[config.mk]
export PLATFORM = sky130hd
export DESIGN_NAME = spi_regcmd
export DESIGN_NICKNAME = d
export VERILOG_FILES = /design/src/rtl/spi_regcmd_pkg.sv /design/src/rtl/spi_regcmd_fsm.sv /design/src/rtl/spi_regcmd_bank.sv /design/src/rtl/spi_regcmd_txpath.sv /design/src/rtl/spi_regcmd.sv
export SDC_FILE = /design/constraint.sdc
export NUM_CORES = 1
export LEC_CHECK = 0
export BUFFER_PORTS_ARGS = -buffer_cell sky130_fd_sc_hd__buf_4
export CORE_AREA = 3 3 211 213
export CTS_CLUSTER_DIAMETER = 150
export DETAILED_ROUTE_END_ITERATION = 10
export DIE_AREA = 0 0 214 216
export HOLD_SLACK_MARGIN = 0.08
export PLACE_DENSITY = 0.64
export SLEW_MARGIN = 15
export SYNTH_ARGS = -nofsm -noshare
export SYNTH_HDL_FRONTEND = slang
export SYNTH_SLANG_ARGS = --single-unit
[constraint.sdc]
create_clock -name clk -period 2.5 [get_ports clk]
set_clock_uncertainty 0.05 [all_clocks]
set_input_delay 0.5 -clock clk [delete_from_list [all_inputs] [get_ports clk]]
set_output_delay 0.5 -clock clk [all_outputs]
set_load 0.05 [all_outputs]
[src/rtl/spi_regcmd_pkg.sv]
`timescale 1ns/1ps
package spi_regcmd_pkg;

  localparam int BYTE_W   = 8;
  localparam int IDX_W    = 4;
  localparam int NUM_REGS = 1 << IDX_W;

  typedef enum logic [1:0] {
    ST_IDLE  = 2'd0,
    ST_STAT  = 2'd1,
    ST_READ  = 2'd2,
    ST_WRITE = 2'd3
  } cmd_state_e;

  typedef enum logic [1:0] {
    CMD_NONE   = 2'd0,
    CMD_STATUS = 2'd1,
    CMD_READ   = 2'd2,
    CMD_WRITE  = 2'd3
  } cmd_kind_e;

  // Classify a command byte; the upper nibble picks the kind
  function automatic cmd_kind_e classify(input logic [BYTE_W-1:0] b);
    if (b == 8'h00)           return CMD_STATUS;
    else if (b[7:4] == 4'h8)  return CMD_READ;
    else if (b[7:4] == 4'hC)  return CMD_WRITE;
    else                      return CMD_NONE;
  endfunction

  // Register index carried in the low nibble of a command
  function automatic logic [IDX_W-1:0] cmd_index(input logic [BYTE_W-1:0] b);
    return b[IDX_W-1:0];
  endfunction

endpackage

[src/rtl/spi_regcmd_fsm.sv]
`timescale 1ns/1ps
module spi_regcmd_fsm
  import spi_regcmd_pkg::*;
#(
  parameter int DATA_W = 32
) (
  input  logic              clk,
  input  logic              rst_n,
  input  logic              cs_active,
  input  logic              rx_valid,
  input  logic [BYTE_W-1:0] rx_byte,
  output cmd_state_e        st_q,
  output logic              rx_go,
  output logic              ev_cmd_status,
  output logic              ev_cmd_read,
  output logic              ev_cmd_bad,
  output logic              ev_read_step,
  output logic              ev_read_last,
  output logic              ev_write_byte,
  output logic              ev_write_done,
  output logic [IDX_W-1:0]  idx_q
);

  localparam int NBYTES = DATA_W / BYTE_W;
  localparam int CNT_W  = $clog2(NBYTES);

  cmd_state_e       st_d;
  logic [CNT_W-1:0] cnt_q, cnt_d;
  cmd_kind_e        kind;
  logic             in_idle, last_slot, ev_cmd_write;

  assign rx_go     = rx_valid & cs_active;
  assign kind      = classify(rx_byte);
  assign in_idle   = (st_q == ST_IDLE);
  assign last_slot = (cnt_q == CNT_W'(NBYTES - 1));

  assign ev_cmd_status = rx_go & in_idle & (kind == CMD_STATUS);
  assign ev_cmd_read   = rx_go & in_idle & (kind == CMD_READ);
  assign ev_cmd_write  = rx_go & in_idle & (kind == CMD_WRITE);
  assign ev_cmd_bad    = rx_go & in_idle & (kind == CMD_NONE);
  assign ev_read_step  = rx_go & (st_q == ST_READ)  & ~last_slot;
  assign ev_read_last  = rx_go & (st_q == ST_READ)  &  last_slot;
  assign ev_write_byte = rx_go & (st_q == ST_WRITE) & ~last_slot;
  assign ev_write_done = rx_go & (st_q == ST_WRITE) &  last_slot;

  always_comb begin
    st_d  = st_q;
    cnt_d = cnt_q;
    if (rx_go) begin
      unique case (st_q)
        ST_IDLE: begin
          cnt_d = '0;
          unique case (kind)
            CMD_STATUS: st_d = ST_STAT;
            CMD_READ:   st_d = ST_READ;
            CMD_WRITE:  st_d = ST_WRITE;
            default:    st_d = ST_IDLE;
          endcase
        end
        ST_STAT: st_d = ST_IDLE;
        default: begin
          if (last_slot) begin
            st_d  = ST_IDLE;
            cnt_d = '0;
          end else begin
            cnt_d = cnt_q + 1'b1;
          end
        end
      endcase
    end
  end

  always_ff @(posedge clk or negedge rst_n) begin
    if (!rst_n) begin
      st_q  <= ST_IDLE;
      cnt_q <= '0;
      idx_q <= '0;
    end else if (!cs_active) begin
      st_q  <= ST_IDLE;
      cnt_q <= '0;
    end else begin
      st_q  <= st_d;
      cnt_q <= cnt_d;
      if (ev_cmd_read | ev_cmd_write) idx_q <= cmd_index(rx_byte);
    end
  end


  abort_idle_chk: assert property (@(posedge clk) disable iff (!rst_n)
    !cs_active |=> st_q == ST_IDLE);


  read_len_chk: assert property (@(posedge clk) disable iff (!rst_n)
    ev_read_last |=> st_q == ST_IDLE);

endmodule

[src/rtl/spi_regcmd_bank.sv]
`timescale 1ns/1ps
module spi_regcmd_bank
  import spi_regcmd_pkg::*;
#(
  parameter int DATA_W = 32,
  parameter int NUM_RW = 4
) (
  input  logic                                 clk,
  input  logic                                 rst_n,
  input  logic [(NUM_REGS-NUM_RW)*DATA_W-1:0]  ro_flat,
  input  logic                                 wr_byte,
  input  logic                                 wr_commit,
  input  logic [IDX_W-1:0]                     wr_idx,
  input  logic [BYTE_W-1:0]                    rx_byte,
  input  logic [IDX_W-1:0]                     rd_idx,
  output logic [NUM_RW*DATA_W-1:0]             rw_flat,
  output logic [DATA_W-1:0]                    rd_data
);

  localparam int ASM_W = DATA_W - BYTE_W;

  logic [ASM_W-1:0]  asm_q;
  logic [DATA_W-1:0] all_regs [NUM_REGS];
  logic [DATA_W-1:0] wr_word;

  assign wr_word = {asm_q, rx_byte};

  always_ff @(posedge clk or negedge rst_n) begin
    if (!rst_n)       asm_q <= '0;
    else if (wr_byte) asm_q <= ASM_W'({asm_q, rx_byte});
  end

  for (genvar gi = 0; gi < NUM_REGS; gi++) begin : g_reg
    if (gi < NUM_RW) begin : g_rw
      logic [DATA_W-1:0] q;
      always_ff @(posedge clk or negedge rst_n) begin
        if (!rst_n)                                     q <= '0;
        else if (wr_commit && wr_idx == IDX_W'(gi))     q <= wr_word;
      end
      assign all_regs[gi]                   = q;
      assign rw_flat[gi*DATA_W +: DATA_W]   = q;
    end else begin : g_ro
      assign all_regs[gi] = ro_flat[(gi-NUM_RW)*DATA_W +: DATA_W];
    end
  end

  always_comb begin
    rd_data = '0;
    for (int i = 0; i < NUM_REGS; i++)
      if (rd_idx == IDX_W'(i)) rd_data = all_regs[i];
  end


  rw_stable_chk: assert property (@(posedge clk) disable iff (!rst_n)
    !wr_commit |=> $stable(rw_flat));


  ro_write_ignored_chk: assert property (@(posedge clk) disable iff (!rst_n)
    (wr_commit && wr_idx >= IDX_W'(NUM_RW)) |=> $stable(rw_flat));

endmodule

[src/rtl/spi_regcmd_txpath.sv]
`timescale 1ns/1ps
module spi_regcmd_txpath
  import spi_regcmd_pkg::*;
#(
  parameter int DATA_W = 32
) (
  input  logic              clk,
  input  logic              rst_n,
  input  logic              cs_active,
  input  logic              rx_go,
  input  logic              ev_cmd_status,
  input  logic              ev_cmd_read,
  input  logic              ev_cmd_bad,
  input  logic              ev_read_step,
  input  logic              ev_write_byte,
  input  logic [BYTE_W-1:0] status_in,
  input  logic [DATA_W-1:0] rd_data,
  output logic [BYTE_W-1:0] tx_byte
);

  localparam int SNAP_W = DATA_W - BYTE_W;

  logic [SNAP_W-1:0] snap_q;

  always_ff @(posedge clk or negedge rst_n) begin
    if (!rst_n) begin
      tx_byte <= '0;
      snap_q  <= '0;
    end else if (!cs_active) begin
      tx_byte <= '0;
    end else if (ev_cmd_status) begin
      tx_byte <= status_in;
    end else if (ev_cmd_read) begin
      {tx_byte, snap_q} <= rd_data;
    end else if (ev_read_step) begin
      {tx_byte, snap_q} <= {snap_q, {BYTE_W{1'b0}}};
    end else if (rx_go) begin
      tx_byte <= '0;
    end
  end


  bad_cmd_quiet_chk: assert property (@(posedge clk) disable iff (!rst_n)
    ev_cmd_bad |=> tx_byte == '0);


  write_quiet_chk: assert property (@(posedge clk) disable iff (!rst_n)
    ev_write_byte |=> tx_byte == '0);


  status_reply_chk: assert property (@(posedge clk) disable iff (!rst_n)
    ev_cmd_status |=> tx_byte == $past(status_in));

endmodule

[src/rtl/spi_regcmd.sv]
`timescale 1ns/1ps
module spi_regcmd
  import spi_regcmd_pkg::*;
#(
  parameter int DATA_W = 32,
  parameter int NUM_RW = 4
) (
  input  logic                                clk,
  input  logic                                rst_n,
  input  logic                                cs_active,
  input  logic                                rx_valid,
  input  logic [7:0]                          rx_byte,
  input  logic [7:0]                          status_in,
  input  logic [(16-NUM_RW)*DATA_W-1:0]       ro_regs,
  output logic [7:0]                          tx_byte,
  output logic [NUM_RW*DATA_W-1:0]            rw_regs
);

  cmd_state_e        st_q;
  logic              rx_go, ev_cmd_status, ev_cmd_read, ev_cmd_bad;
  logic              ev_read_step, ev_read_last, ev_write_byte, ev_write_done;
  logic [IDX_W-1:0]  idx_q;
  logic [DATA_W-1:0] rd_data;

  spi_regcmd_fsm #(.DATA_W(DATA_W)) u_fsm (
    .clk, .rst_n, .cs_active, .rx_valid, .rx_byte,
    .st_q, .rx_go, .ev_cmd_status, .ev_cmd_read, .ev_cmd_bad,
    .ev_read_step, .ev_read_last, .ev_write_byte, .ev_write_done, .idx_q
  );

  spi_regcmd_bank #(.DATA_W(DATA_W), .NUM_RW(NUM_RW)) u_bank (
    .clk, .rst_n,
    .ro_flat   (ro_regs),
    .wr_byte   (ev_write_byte),
    .wr_commit (ev_write_done),
    .wr_idx    (idx_q),
    .rx_byte,
    .rd_idx    (cmd_index(rx_byte)),
    .rw_flat   (rw_regs),
    .rd_data
  );

  spi_regcmd_txpath #(.DATA_W(DATA_W)) u_tx (
    .clk, .rst_n, .cs_active, .rx_go,
    .ev_cmd_status, .ev_cmd_read, .ev_cmd_bad, .ev_read_step, .ev_write_byte,
    .status_in, .rd_data, .tx_byte
  );


  reset_quiet_chk: assert property (@(posedge clk)
    !rst_n |=> (tx_byte == '0 && rw_regs == '0));

endmodule

## Word level (Yosys, flattened, before mapping)

Index checks and enable logic that the tools add are counted.

| cells by class | value |
|---|---|
| bitwise gates (word level) | 13 |
| mux-type cells | 35 |
| add/subtract/negate cells | 1 |
| reductions and logical operators | 13 |
| equality and inequality tests | 31 |

Operator list:

| operator | count |
|---|---|
| $mux 32 | 16 |
| $mux 24 | 2 |
| $eq 4x4->1 const B | 10 |
| $mux 8 | 5 |
| $mux 2 | 9 |
| $eq 4x2->1 const B | 4 |
| $eq 4x3->1 const B | 4 |
| $and 1x1->1 | 10 |
| $eq 2x2->1 const B | 5 |
| $eq 4x1->1 const B | 2 |
| $logic_not 4->1 | 2 |
| $logic_not 8->1 | 1 |
| $pmux 2 s2 | 2 |
| $pmux 2 s3 | 1 |
| $reduce_and 2->1 | 3 |
| $ne 5x1->1 const B | 1 |
| $eq 2x1->1 const B | 2 |
| $logic_and 1x1->1 | 4 |
| $ne 4x1->1 const B | 1 |
| $reduce_and 3->1 | 1 |
| $add 2x1->2 const B | 1 |
| $logic_not 2->1 | 1 |
| $ne 2x1->1 const B | 1 |
| $ne 2x2->1 const B | 1 |
| other kinds (3) | 4 |

| storage, ports and cells | value |
|---|---|
| bits of input ports | 404 |
| bits in registers | 192 |
| logic and storage cells | 103 |

## Longest topological paths before layout

Gate-level depths: netlist of run 1.

| depth | value |
|---|---|
| depth in word-level cells | 20 |
| gate-level depth with buffers | 11 |

## Hierarchy

A second synthesis of run 1 with hierarchy kept.

| second synthesis, totals | value |
|---|---|
| cell total of the unflattened synthesis | 1112 |
| area, all modules | 12295.5 um2 |

By module, submodules not included:

| module | cells an instance | area each (um2) | seq. area each (um2) | times used |
|---|---|---|---|---|
| spi_regcmd_bank | 935 | 10298.6 | 3803.6 | 1 |
| spi_regcmd_txpath | 131 | 1541.5 | 800.8 | 1 |
| spi_regcmd_fsm | 46 | 455.4 | 200.2 | 1 |

## Least setup slack after synthesis of run 1

OpenSTA, ideal clock, no wires.

| path | value |
|---|---|
| path type | input-to-reg |
| start | input port rx_byte[0] |
| end | register u_tx.tx_byte[0] |
| arrival | 1959 ps |
| stages | 6 |
| data required time | 2326 ps |
| setup time | 124 ps |
| buffers on the path | 3 |
| slack | 367 ps |
| cells stage by stage | buf_4 buf_6 buf_6 mux4_2 o2111a_1 o31a_1 |

| between the ends | value |
|---|---|
| word-level cells in the longest chain between the ends | 20 |
| elaborated cells on any way between the ends | 42 |
| those cells by class | 18 x eq/ne; 20 x mux; 2 x bitwise; 2 x reduce/logical |

Ends and longest elaborated chain:

| element | RTL line | text |
|---|---|---|
| start: declaration | spi_regcmd.sv:12 | `input logic [7:0] rx_byte,` |
| $logic_not 4->1 | spi_regcmd_bank.sv:50 | `if (rd_idx == IDX_W'(i)) rd_data = all_regs[i];` |
| $mux 32 (16 in series) | spi_regcmd_bank.sv:50 |  |
| $mux 8 | spi_regcmd_txpath.sv:33 | `end else if (ev_cmd_read) begin` |
| $mux 8 | spi_regcmd_txpath.sv:31 | `end else if (ev_cmd_status) begin` |
| $mux 8 | spi_regcmd_txpath.sv:29 | `end else if (!cs_active) begin` |
| end signal: assignment | spi_regcmd_txpath.sv:32 | `tx_byte <= status_in;` |
| end signal: assignment | spi_regcmd_txpath.sv:34 | `{tx_byte, snap_q} <= rd_data;` |
| end signal: assignment | spi_regcmd_txpath.sv:36 | `{tx_byte, snap_q} <= {snap_q, {BYTE_W{1'b0}}};` |
| end: declaration | spi_regcmd_txpath.sv:18 | `output logic [BYTE_W-1:0] tx_byte` |

Several ways; a longest one is shown, not always the timed one.
A chain may end at the register's enable or synchronous reset.

## Worst setup path after layout of run 1

| path | value |
|---|---|
| start | input port rx_byte[1] |
| end | register u_tx.snap_q[20] |

| between the ends | value |
|---|---|
| word-level cells in the longest chain between the ends | 18 |
| elaborated cells on any way between the ends | 42 |
| those cells by class | 17 x eq/ne; 18 x mux; 3 x bitwise; 4 x reduce/logical |

Ends and longest elaborated chain:

| element | RTL line | text |
|---|---|---|
| $logic_not 4->1 | spi_regcmd_bank.sv:50 |  |
| $mux 32 (16 in series) | spi_regcmd_bank.sv:50 |  |
| $mux 24 | spi_regcmd_txpath.sv:33 |  |
| end signal: assignment | spi_regcmd_txpath.sv:34 |  |
| end signal: assignment | spi_regcmd_txpath.sv:36 |  |
| end: declaration | spi_regcmd_txpath.sv:23 | `logic [SNAP_W-1:0] snap_q;` |

Several ways; a longest one is shown, not always the timed one.

==> impl_results.md, run 1 <==
- Crit path max fanout: 16
- Wire length of the first global-routing pass: 94.9 mm
- Detailed Routing Iterations Pass 1: 5
- Top-Level Pins: 540
- CP Class: in -> reg
- Ratio of cells with drive above 1 in the final layout: 0.503
- Chip Width: 214 um
- Synth Instances: 1205
- Insertion delay of the later-clocked pin in the worst-skew pair: 460 ps
- Antenna violations before repair: 6
- Relative slew margins: 0.385
- Post-route cell area: 0.0183 sq mm
- Count of standard-cell rows: 76
- Crit start category: input port
- Outcome: finished with violations
- Fill cell instance count of the final layout: 4240
- Placed Cells incl. Taps: 2331
- Critical Path Source: rx_byte[1]
- Clock Pin Slew Worst Setup and Hold Paths: 80 ps
- Highest clock rate: 389 MHz
- Total setup buffers inserted after CTS: 0
- Non-filler cells, final: 2368
- Lkg Pwr: 8.91 nW
- Initial Utilization: 0.287
- Min-Delay Path Class: in -> reg
- Number of design rule violations left after detail routing: 0
- Maximum buffer depth of the clock tree: 2
- Setup repair after global routing missed its margin: false
- Number of endpoints with negative hold slack in the final report: 0
- Fin worst setup slack: -67.5 ps
- Most common library cell in the layout ignoring fill and taps: buf_4
- Highest-count cells in the layout ignoring fill and taps: buf_4, dfrtp_1, mux2_2, nand2_1, o21ai_0
- CP Data Required Time: 2800 ps
- Sink count of the clock tree: 192
- Routed length per placed instance: 28.4 um
- Final GP Congestion: 0.927
- Vias per cell: 5.56
- Post-DP HPWL: 54.0 mm
- Startpoint of the worst-slack reg-to-reg timing path: u_fsm.cnt_q[0]
- Detail Route Antenna Nets: 0
- Netlist area before placement: 0.0123 sq mm
- Post-synthesis sequential area ratio: 0.390
- Number of nets produced by synthesis: 1610
- Area grow syn2layout: 48.7%
- Total core area: 0.0429 sq mm
- DIE AREA: 0.0462 sq mm
- Final slew viol count: 0
- CTS root buffer: clkbuf_16
- Grt ovf: 0
- Setup crit end kind: flip-flop
- Cell Pwr Density: 446 mW/mm^2
- Register cell area after layout: 0.00480 sq mm
- GRT Total Usage: 0.280
- Min-Delay Startpoint: status_in[7]
- Final worst path period share: 1.03
- Fin util: 0.427
- Maximum number of pins on one net before global-route repair: 55
- Arrival @ worst endpoint: 2860 ps
- Prevailing post-synth register cell: dfrtp_1
- Average cell area after synthesis: 10.2 sq um
- IO buf count: 539
- Worst-margin pin slew: 913 ps
- Max Cap Viol: 0
- Number of synthesized register bits: 192
- Iteration-0 DRC Markers: 1017
- Fraction of registers with async set or reset after synthesis: 1.00
- Area after DPL: 0.0177 sq mm
- Violations in the final reports: setup timing
- Area used by multi-input combinational logic: 0.00693 sq mm
- Total wirelength of the detailed-routed design: 67.2 mm
- Fin Hold WS: 250 ps
- Distinct cell type count of the synthesized netlist: 67
- Die Height: 216 um
- Vias after detailed routing: 13200
- Total of endpoints with negative setup slack in the final report: 1
- Clock period minus final worst setup slack: 2570 ps
- Setup Slack @ Placement: -390 ps
- Worst VDD drop: 500 uV
- Via count of the first global-routing pass: 13400
- CTS tree: done
- Final-stage net count: 2171
- Number of H-tree levels: 4
- Number of synthesized flops with an enable pin: 0
- Yosys warnings: 0
- Number of CTS-inserted buffers: 17
-- where the power goes --
part / internal [mW] / switching [mW] / total [mW]
combinational: 0.910 / 0.939 / 1.85
clock: 1.56 / 1.40 / 2.96
sequential: 3.23 / 0.121 / 3.35
-- area by class of cell --
class	count	area share
repair buffers	654	0.283
well taps	585	0.0399
diodes	4	0.000546
clock inverters	14	0.0105
flip-flops and latches	192	0.262
inverters	7	0.00143
multi-input cells	894	0.378
clock buffers	18	0.0240
-- cell usage after synthesis, types with 10 or more instances --
master | instances | area [sq um]
o22ai_1 | 37 | 231
mux2_2 | 164 | 1850
or3_1 | 10 | 62.6
nand3_1 | 28 | 140
o211ai_1 | 19 | 143
a22oi_1 | 24 | 180
clkbuf_1 | 37 | 139
nand2b_1 | 10 | 62.6
o21ai_0 | 86 | 430
nor3_1 | 14 | 70.1
buf_4 | 18 | 135
mux2i_1 | 76 | 761
nand2_1 | 88 | 330
a31oi_1 | 21 | 131
a221oi_1 | 10 | 87.6
buf_2 | 45 | 225
a211oi_1 | 12 | 90.1
dfrtp_1 | 192 | 4800
nor2b_1 | 17 | 106
a21oi_1 | 76 | 380
o31ai_1 | 15 | 113
nor2_1 | 60 | 225
mux4_2 | 28 | 631
-- flip-flops by register name (all words and copies together), names as in the netlist --
name	cells
u_fsm.st_q	2
u_bank.g.g_rw.q	128
u_tx.snap_q	24
u_bank.asm_q	24
u_fsm.idx_q	4
u_tx.tx_byte	8
u_fsm.cnt_q	2
-- path summary, 6_finish.rpt --
path,cells after the start,slack [ps],end
max,7,-70,u_tx.snap_q[20]
min,3,250,u_tx.tx_byte[7]
max reg2reg,7,230,u_bank.g_reg[0].g_rw.q[14]
min reg2reg,2,440,u_fsm.idx_q[3]
max in group asynchronous,3,1120,u_bank.g_reg[3].g_rw.q[27]
min in group asynchronous,2,550,u_tx.snap_q[10]
-- through the flow --
step | power [mW] | setup TNS (ps)
2_1_floorplan | 4.12 | 0
3_3_place_gp | 5.23 | -384
3_5_place_dp | 5.25 | -419
4_1_cts | 8.22 | 0
5_1_grt | 8.48 | 0
6_report | 8.16 | -67.5
-- repair_timing --
item,CTS,global route
hold buffers,1,0
endpoints found under the hold margin,48,0
gates resized for setup,0,0
-- cell families after synthesis --
kind of cell             after synthesis  synth area share
AO/OA/AOI/OAI                        367             0.194
AND/OR/NAND/NOR                      254            0.0975
adder cells (fa/ha/maj)                1           0.00102
buffers and inverters                119            0.0508
multiplexers                         272             0.266
flip-flops                           192             0.390
-- worst max-delay path: stages --
cell,delay (ps)
buf_6,180
buf_12,190
nand2b_1,540
o21ai_0,180
o21ai_0,750
nor3b_1,370
o31ai_1,120
-- layer usage --
metal  wire (um)  vias to the layer above  global-route usage
met2       31600                      685               0.449
met3        5140                      102              0.0643
met5          23                        -                   0
li1            -                     5730                   -
met1       28500                     6652               0.375
met4        1940                        4              0.0938
No activity file was read; power rests on OpenSTA's default activity.
==> run 2, diff against run 1 <==
BUFFER_PORTS_ARGS = -buffer_cell sky130_fd_sc_hd__buf_2   (was -buffer_cell sky130_fd_sc_hd__buf_4)
GPL_ROUTABILITY_DRIVEN = 0   (was not set)
==> impl_results.md, run 2 (synthesized netlist as in run 1, its figures left out) <==
- Outcome: completed (was finished with violations)
- CP Class: reg -> reg (was in -> reg)
- Worst VDD drop: 506 uV (was 500 uV)
- Ratio of cells with drive above 1 in the final layout: 0.507 (was 0.503)
- Number of design rule violations left after detail routing: 0 (unchanged)
- Crit start category: flip-flop (was input port)
- Max FFs per register: 128 (unchanged)
- Maximum buffer depth of the clock tree: 2 (unchanged)
- CP delay by family, top: simple AND/OR/NAND/NOR gates (was compound AO/OA/AOI/OAI gates)
- Relative slew margins: 0.568 (was 0.385)
- Detail Route Antenna Nets: 0 (unchanged)
- Internal reg-to-reg setup slack: 260 ps (was 230 ps)
- Standard cell with the maximum stage delay on the critical path: dfrtp_1 (was o21ai_0)
- Wire length of the first global-routing pass: 94.4 mm (was 94.9 mm)
- Initial Utilization: 0.287 (unchanged)
- Iteration-0 DRC Markers: 1403 (was 1017)
- Highest-count cells in the layout ignoring fill and taps: buf_2, dfrtp_1, mux2_2, buf_4, nand2_1 (was buf_4, dfrtp_1, mux2_2, nand2_1, o21ai_0)
- Total wirelength of the detailed-routed design: 66.5 mm (was 67.2 mm)
- Setup crit end kind: flip-flop (unchanged)
- Leading registers by flop count: u_bank.g.g_rw.q (128), u_bank.asm_q (24), u_tx.snap_q (24) (unchanged)
- Final worst path period share: 0.896 (was 1.03)
- Critical path, cell by cell: ha_1, nand2_1, nor3_2, nor2b_1, nor2b_4, buf_12, mux2_2 (was buf_6, buf_12, nand2b_1, o21ai_0, o21ai_0, nor3b_1, o31ai_1)
- Highest clock rate: 446 MHz (was 389 MHz)
- Vias per cell: 5.60 (was 5.56)
- Maximum number of pins on one net before global-route repair: 53 (was 55)
- Number of endpoints with negative hold slack in the final report: 0 (unchanged)
- Number of gates given a new drive strength after cts: 0 (unchanged)
- Detailed Routing Iterations Pass 1: 6 (was 5)
- Post-route cell area: 0.0171 sq mm (was 0.0183 sq mm)
- Lkg Pwr: 8.65 nW (was 8.91 nW)
- Share of total power consumed by net switching: 0.316 (was 0.302)
- Top-Level Pins: 540 (unchanged)
- Arrival @ worst endpoint: 2540 ps (was 2860 ps)
- P_int: 5.35 mW (was 5.70 mW)
- CTS root buffer: clkbuf_16 (unchanged)
- Chip Width: 214 um (unchanged)
- Min-Delay Path Class: in -> reg (unchanged)
- Number of CTS-inserted buffers: 17 (unchanged)
- Cell Pwr Density: 456 mW/mm^2 (was 446 mW/mm^2)
- GRT Total Usage: 0.278 (was 0.280)
- Crit path max fanout: 24 (was 16)
- Die Height: 216 um (unchanged)
- Number of H-tree levels: 4 (unchanged)
- Fin worst setup slack: 260 ps (was -67.5 ps)
- Total core area: 0.0429 sq mm (unchanged)
- Area used by multi-input combinational logic: 0.00693 sq mm (unchanged)
- Fin util: 0.399 (was 0.427)
- WP buf/inv: 1 (was 2)
- Fill cell instance count of the final layout: 4293 (was 4240)
- Max Cap Viol: 0 (unchanged)
- Logic pwr share: 0.216 (was 0.226)
- Setup repair after global routing missed its margin: false (unchanged)
- IO buf count: 539 (unchanged)
- Register cell area after layout: 0.00480 sq mm (unchanged)
- Reported net switching power: 2.47 mW (was 2.46 mW)
- Total of endpoints with negative setup slack in the final report: 0 (was 1)
- Grt ovf: 0 (unchanged)
- Maximum cell stage delay along the critical path: 370 ps (was 750 ps)
- CTS tree: done (unchanged)
- Clock period minus final worst setup slack: 2240 ps (was 2570 ps)
- Count of standard-cell rows: 76 (unchanged)
- Final slew viol count: 0 (unchanged)
- Setup Slack @ Placement: -241 ps (was -390 ps)
- Area after DPL: 0.0165 sq mm (was 0.0177 sq mm)
- DIE AREA: 0.0462 sq mm (unchanged)
- Sink count of the clock tree: 192 (unchanged)
- Antenna violations before repair: 24 (was 6)
- Area grow syn2layout: 39.0% (was 48.7%)
- Register share of total power: 0.432 (was 0.411)
- Most common library cell in the layout ignoring fill and taps: buf_2 (was buf_4)
- Insertion delay of the later-clocked pin in the worst-skew pair: 460 ps (about the same)
- Via count of the first global-routing pass: 13400 (about the same)
- CP Data Required Time: 2800 ps (about the same)
- Final-stage net count: 2188 (was 2171)
- Vias after detailed routing: 13400 (was 13200)
- Total setup buffers inserted after CTS: 0 (unchanged)
- Worst-margin pin slew: 641 ps (was 913 ps)
- Proportion of power drawn by the clock network: 0.352 (was 0.363)
- Clock Pin Slew Worst Setup and Hold Paths: 80 ps (about the same)
- Routed length per placed instance: 27.7 um (was 28.4 um)
- Post-DP HPWL: 53.4 mm (was 54.0 mm)
- Reg with most FFs: u_bank.g.g_rw.q (unchanged)
-- run 2: cell count changes in the layout (fill, tap and decap cells not counted), sizes merged --
cell	previous run	this run
clkinvlp	0	1
diode	4	16
bufinv	2	0
clkinv	7	8
buf	652	669
-- run 2: what timing repair did --
item | 4_1_cts | 5_1_grt
endpoints found under the setup margin | 0 | 0
hold buffers | 1 | 0
hold endpoints to repair | 48 | 0
-- run 2: through the flow --
stage	cells	setup TNS (ps)	hold slack [ps]	power, mW
floorplan	1205	0	154	4.12
global placement	2348	-466	412	5.09
detailed placement	2348	-627	422	5.10
CTS	2381	0	221	7.87
global route	2395	0	247	8.14
finish	2397	0	260	7.82
-- run 2: path summary, 6_finish.rpt --
path | from | cells past startpoint | to
max | u_fsm.cnt_q[0] | 7 | u_bank.g_reg[0].g_rw.q[19]
min | status_in[7] | 3 | u_tx.tx_byte[7]
max reg2reg | u_fsm.cnt_q[0] | 7 | u_bank.g_reg[0].g_rw.q[19]
min reg2reg | u_fsm.idx_q[3] | 2 | u_fsm.idx_q[3]
max in group asynchronous | rst_n | 3 | u_bank.g_reg[2].g_rw.q[9]
min in group asynchronous | rst_n | 2 | u_tx.snap_q[23]
-- run 2: worst min-delay path, delay by kind of cell --
| family | cells | cell delay [ps] |
|---|---|---|
| compound gates | 1 | 70 |
| buf+inv | 1 | 100 |
| simple gates | 1 | 50 |
-- run 2: power groups by stage --
stage / Clock, mW / Sequential, mW / Combinational (mW)
final: 2.75 / 3.38 / 1.69
after global routing: 2.94 / 3.38 / 1.82
after CTS: 2.82 / 3.37 / 1.68
after detailed placement: 0 / 3.43 / 1.67
after global placement: 0 / 3.43 / 1.65
after floorplan: 0 / 3.35 / 0.769
-- run 2: routing by layer --
layer  global-route usage  vias to the layer above  part of all wire
met5                    0                        -            0.0019
met4                0.108                       18             0.039
met3               0.0852                      140             0.096
met2                0.444                      815              0.46
met1                0.353                     6696              0.40
li1                     -                     5766                 -
-- run 2: final cells by class --
cell class	count	area share
antenna	16	0.00234
clock buffer	18	0.0256
clock inverter	14	0.00847
inverter	7	0.00153
multi-input combinational	894	0.404
sequential	192	0.280
tap	585	0.0427
timing repair buffer	671	0.234
